$ cat src/rtl/frame_triple_pkg.sv
package frame_triple_pkg;
  localparam int NUM_BUFS = 3;
  localparam int IDX_W    = $clog2(NUM_BUFS);
  // sum of all buffer indices 0..NUM_BUFS-1
  localparam int IDX_SUM  = NUM_BUFS * (NUM_BUFS - 1) / 2;

  typedef logic [IDX_W-1:0] buf_idx_t;

  typedef struct packed {
    buf_idx_t wr;
    buf_idx_t rd;
    buf_idx_t newest;
    logic     fresh;   // newest frame not yet taken by the reader
  } arb_state_t;

  localparam buf_idx_t RST_WR = buf_idx_t'(0);
  localparam buf_idx_t RST_RD = buf_idx_t'(1);
endpackage

$ cat src/rtl/frame_triple_third.sv
module frame_triple_third
  import frame_triple_pkg::*;
(
  input  buf_idx_t a,
  input  buf_idx_t b,
  output buf_idx_t other
);
  int sum_ab;
  always_comb begin
    sum_ab = int'(a) + int'(b);
    other  = buf_idx_t'(IDX_SUM - sum_ab);
  end
endmodule

$ cat src/rtl/frame_triple_next.sv
module frame_triple_next
  import frame_triple_pkg::*;
(
  input  arb_state_t cur,
  input  logic       wr_done,
  input  logic       rd_done,
  output arb_state_t nxt
);
  buf_idx_t   spare;
  arb_state_t mid;

  frame_triple_third u_third (
    .a     (cur.wr),
    .b     (cur.rd),
    .other (spare)
  );

  always_comb begin
    // write side first
    mid = cur;
    if (wr_done) begin
      mid.newest = cur.wr;
      mid.wr     = spare;
      mid.fresh  = 1'b1;
    end
    // then read side, seeing the write of this cycle
    nxt = mid;
    if (rd_done && mid.fresh) begin
      nxt.rd    = mid.newest;
      nxt.fresh = 1'b0;
    end
  end
endmodule

$ cat src/rtl/frame_triple_arbiter.sv
module frame_triple_arbiter
  import frame_triple_pkg::*;
(
  input  logic             clk,
  input  logic             rst,
  input  logic             wr_frame_done,
  input  logic             rd_frame_done,
  output logic [IDX_W-1:0] wr_buf,
  output logic [IDX_W-1:0] rd_buf
);
  arb_state_t state_q;
  arb_state_t state_d;

  frame_triple_next u_next (
    .cur     (state_q),
    .wr_done (wr_frame_done),
    .rd_done (rd_frame_done),
    .nxt     (state_d)
  );

  always_ff @(posedge clk) begin
    if (rst) begin
      state_q.wr     <= RST_WR;
      state_q.rd     <= RST_RD;
      state_q.newest <= RST_RD;
      state_q.fresh  <= 1'b0;
    end else begin
      state_q <= state_d;
    end
  end

  assign wr_buf = state_q.wr;
  assign rd_buf = state_q.rd;
endmodule

$ cat config.mk
export PLATFORM = sky130hd
export DESIGN_NAME = frame_triple_arbiter
export DESIGN_NICKNAME = d
export VERILOG_FILES = /design/src/rtl/frame_triple_pkg.sv /design/src/rtl/frame_triple_third.sv /design/src/rtl/frame_triple_next.sv /design/src/rtl/frame_triple_arbiter.sv
export SDC_FILE = /design/constraint.sdc
export NUM_CORES = 1
export LEC_CHECK = 0
export ABC_CLOCK_PERIOD_IN_PS = 1100
export BUFFER_PORTS_ARGS = -buffer_cell sky130_fd_sc_hd__buf_4
export CORE_AREA = 2 2 39 41
export DETAILED_ROUTE_END_ITERATION = 8
export DIE_AREA = 0 0 41 43
export GPL_ROUTABILITY_DRIVEN = 0
export PLACE_DENSITY_LB_ADDON = 0.05
export SYNTH_ARGS = -nofsm -noshare
export SYNTH_HDL_FRONTEND = slang
export SYNTH_SLANG_ARGS = --single-unit
$ cat constraint.sdc
create_clock -name clk -period 1.1 [get_ports clk]
set_input_delay 0 -clock clk [delete_from_list [all_inputs] [get_ports clk]]
set_output_delay 0 -clock clk [all_outputs]
set_load 0.01 [all_outputs]
**Word-level counts from Yosys, hierarchy flattened**

Index checks and enable logic that the tools add are counted.

- Bits in registers: 7
- Latch bits: 0
- Memory bits (writable): 0
- Bits in read-only memories: 0
- Input bits: 4
- Output and inout bits: 4
- Memories: 0

- $add $sub $neg: 2
- $mul: 0
- Divide/modulo/power cells: 0
- Magnitude comparators: 0
- Eq/ne operators: 0
- Shift-type cells: 0
- Multiplexer cells: 1
- Bitwise gates (word level): 0
- Reductions and logical operators: 2

Operators by type and width:

| operator | count |
|---|---|
| $mux W3 | 1 |
| $add A2 B2 Y2 | 1 |
| $reduce_or A2 Y1 | 1 |
| $sub A1 B2 Y2 const A | 1 |
| $logic_and A1 B1 Y1 | 1 |

**Logic depth before layout (Yosys ltp)**

- Depth after elaboration: 3
- Depth in mapped cells: 4

**Modules after synthesis**

From an unflattened synthesis, not the netlist that was laid out.

- Cells, all modules: 38
- Area total of the unflattened synthesis: 391.6 um2

By module, submodules not included:

| module | instances | cells an instance | area an instance (um2) | sequential area each (um2) |
|---|---|---|---|---|
| frame_triple_arbiter | 1 | 18 | 214.0 | 140.1 |
| frame_triple_next | 1 | 17 | 138.9 | 0.0 |
| frame_triple_third | 1 | 3 | 38.8 | 0.0 |

**Least setup slack after synthesis**

No wires, ideal clock.

- Path type: flip-flop to flip-flop
- Start: register state_q, in the netlist wr_buf[0]
- End: register state_q, in the netlist wr_buf[1]
- Data arrival time: 952 ps
- Slack: 32 ps
- Stages on the path, launching flop included: 5
- Buffers on the path: 0
- Period minus slack after synthesis: 1068 ps
- Path through: dfxtp_1 > ha_1 > xnor2_1 > a21oi_1 > a31o_2

- Longest elaborated chain between the ends: 2

RTL lines:

| item | line | text |
|---|---|---|
| start, declared | frame_triple_arbiter.sv:11 | `arb_state_t state_q;` |
| start signal, assigned | frame_triple_arbiter.sv:28 | `state_q <= state_d;` |
| $add A2 B2 Y2 | frame_triple_third.sv:10 | `sum_ab = int'(a) + int'(b);` |
| $sub A1 B2 Y2 | frame_triple_third.sv:11 | `other = buf_idx_t'(IDX_SUM - sum_ab);` |

Every way passes these cells.
A chain may end at the register's enable or synchronous reset.

**Final worst setup path**

- Start: register state_q, in the netlist wr_buf[0]
- End: register state_q, in the netlist rd_buf[0]

- Longest elaborated chain between the ends: 1

RTL lines:

| item | line | text |
|---|---|---|
| $mux W3 | frame_triple_next.sv:21 | `if (wr_done) begin` |

Every way passes these cells.

==> results.md <==
* Yosys warns at 0
* CP max FO at 3
* Rows at 14
* Post-DR wirelength/cell at 9.931 um
* Outcome: complete, no violations
* Fraction of registers with async set/reset at 0%
* Vias in the first global route at 191
* Die height at ~43 um
* Synth area leaders: dfxtp_1 (44%), buf_4 (9.3%), mux2i_1 (6.2%)
* Setup ws final at around 0.044 ns
* Initial drt markers at 3
* Worst R2R Path Depth at 4
* Antenna diodes at 0
* PwrDens at about 1500 nW/um^2
* WS Path Type: register to register
* Register area share after synthesis at a little over two fifths
* Final clock skew at about 0.0013 ns
* Layout net count at between 40 and 50
* Share of post-route cells with drive strength above 1 at between 40% and 50%
* Clock buffer count from CTS at 3
* Worst Setup SP: wr_buf[0]
* Period minus WS final at about 1.1 ns
* Placed cells at 52
* Port Buf Inserts at 7
* Largest net degree at the start of global routing at 9
* Mapped Cells at 32
* Drt first pass iters at 4
* Max_cap viols at 0
* Post-synth EDFFs at 0
* CP arrival at about 1.2 ns
* HP Start: wr_frame_done
* Worst-Skew Late Latency at roughly 0.25 ns
* Max clock buf depth at 2
* Fill cells at 154
* Area grow syn2layout at 34.63%
* H-Tree Depth at 1
* First-pass GRT wire length at 834 um
* Worst-path clk slew at around 0.05 ns
* Fin. Hold Viols at 0
* Final wirelength at 576 um
* Clk sinks at 7
* Post-route ant nets at 0
* Initial antenna violation count at 0
* Drt drc at 0
* Critical path required time at ~1.2 ns
* RSZ-0062 raised after global routing: true
* Final worst path period share at between 90% and 100%
* Post-Syn Nets at 37
* Final setup vio count at 0
* DR vias at 240
* Leak at 0.1762 nW
* Synth cell types at 17
* Leading area contributor after synthesis: dfxtp_1
* Initial cell density of the core at about 23%
* Die area at around 1800 um^2
* R2R Path Start: wr_buf[0]
* Core footprint at between 1000 and 1500 um^2
* Via/cell ratio at around 4.1
* Worst slew pin tran at between 0.15 and 0.2 ns
* CP Capture Type: register
* HP Class: input pin to register
* Synth top area share at 43.58%
* CTS tree: yes
* Max Freq at approximately 0.95 GHz
* Synthesized cell area at 321.6 um^2
* Tot GR Track Use at around 7.7%
* Avg Inst Size Synth at about 10 um^2
* Die W at just over 40 um
* Final cell count without fillers at 58
* Nature of the critical path startpoint: register
* Boundary Pins at 8
* Top_reg_cell synth: dfxtp_1
* Yosys reg bits at 7
* Hold depth at 2
* Rel. slew slack at 87.36%
* Root Buffer Master: clkbuf_4
* Slew Viols, Final at 0
* Pre-CTS setup slack at 0.005400 ns
* Max IR drop VDD at 530.6 uV
* Grt ovf at 0
## cells in the mapped netlist, types with 2 or more instances
master   count
buf_4        4
a21oi_1      2
dfxtp_1      7
nor2_1       5
mux2i_1      2
## per-layer routing
metal,up-vias,GRT usage (%),wire [um]
li1,124,-,-
met1,108,10.00,278
met2,6,8.750,256
met3,2,3.141,35
met4,0,8.000,6
met5,-,0,0
## timing repair
item / in CTS / in global routing
setup endpoints to repair: 1 / 2
hold buffers: 2 / 0
buffers inserted: 0 / 0
cloned: 0 / 0
pin swaps: 2 / 1
hold endpoints to repair: 6 / 0
resized for setup: 1 / 4
## report_power, final
group / leakage [nW] / switching [mW] / internal [mW] / total, mW
Sequential: 0.0581 / 0.0138 / 0.274 / 0.288
Combinational: 0.103 / 0.0483 / 0.0656 / 0.114
Clock: 0.0150 / 0.0920 / 0.138 / 0.230
Total: 0.176 / 0.154 / 0.478 / 0.632
## sequential cells by signal (all words and copies together), names as in the netlist
signal / cells
wr_buf: 2
rd_buf: 2
state_q: 3
## placed cells by master, fill, tap and decap left out, types with 2 or more instances in the layout
master,synthesis,routed
nor2_1,5,5
buf_4,4,9
dfxtp_1,7,6
dlygate4sd3_1,0,2
clkbuf_4,0,3
## final timing paths
check,end,slack (ns)
worst max-delay path,rd_buf[0],0.04
worst max register to register,rd_buf[0],0.04
worst min-delay path,wr_buf[0],0.04
worst min register to register,state_q[2],0.48
## critical path, cell delays in order, from the launching register on
cell and delay (ns):
dfxtp_2 0.32, buf_4 0.13, mux2i_2 0.18, nor2_1 0.06, a211o_1 0.26
## stage by stage
| stage | TNS [ns] | instance area, um^2 | total power [mW] | util, % | hold slack, ns |
|---|---|---|---|---|---|
| floorplan | 0 | 321.6 | 0.3611 | - | 0.06907 |
| global placement | 0 | 367.9 | 0.3872 | 26.58 | 0.1969 |
| detailed placement | 0 | 367.9 | 0.3918 | 26.58 | 0.2043 |
| CTS | 0 | 416.7 | 0.6401 | 30.11 | 0.02389 |
| global route | -0.004692 | 432.9 | 0.6685 | 31.28 | 0.04153 |
| finish | 0 | 432.9 | 0.6320 | 31.28 | 0.03722 |
## layout make-up
cell class              instances  area (um^2)  area share [%]
repair buffers                 11        87.58           20.23
multi-input cells              20        157.7           36.42
well taps                      16        20.02           4.624
flip-flops and latches          7        141.4           32.66
clock buffers                   4        26.28           6.069
## logic make-up after synthesis
group           count (synthesis)  share of synthesized area [%]
mux                             2                          6.226
buf+inv                         5                          12.84
simple gates                   10                          14.79
fa+ha+maj                       1                          3.890
xor+xnor                        1                          2.724
flops                           7                          43.58
compound gates                  6                          15.96
No activity file was read; power rests on OpenSTA's default activity.
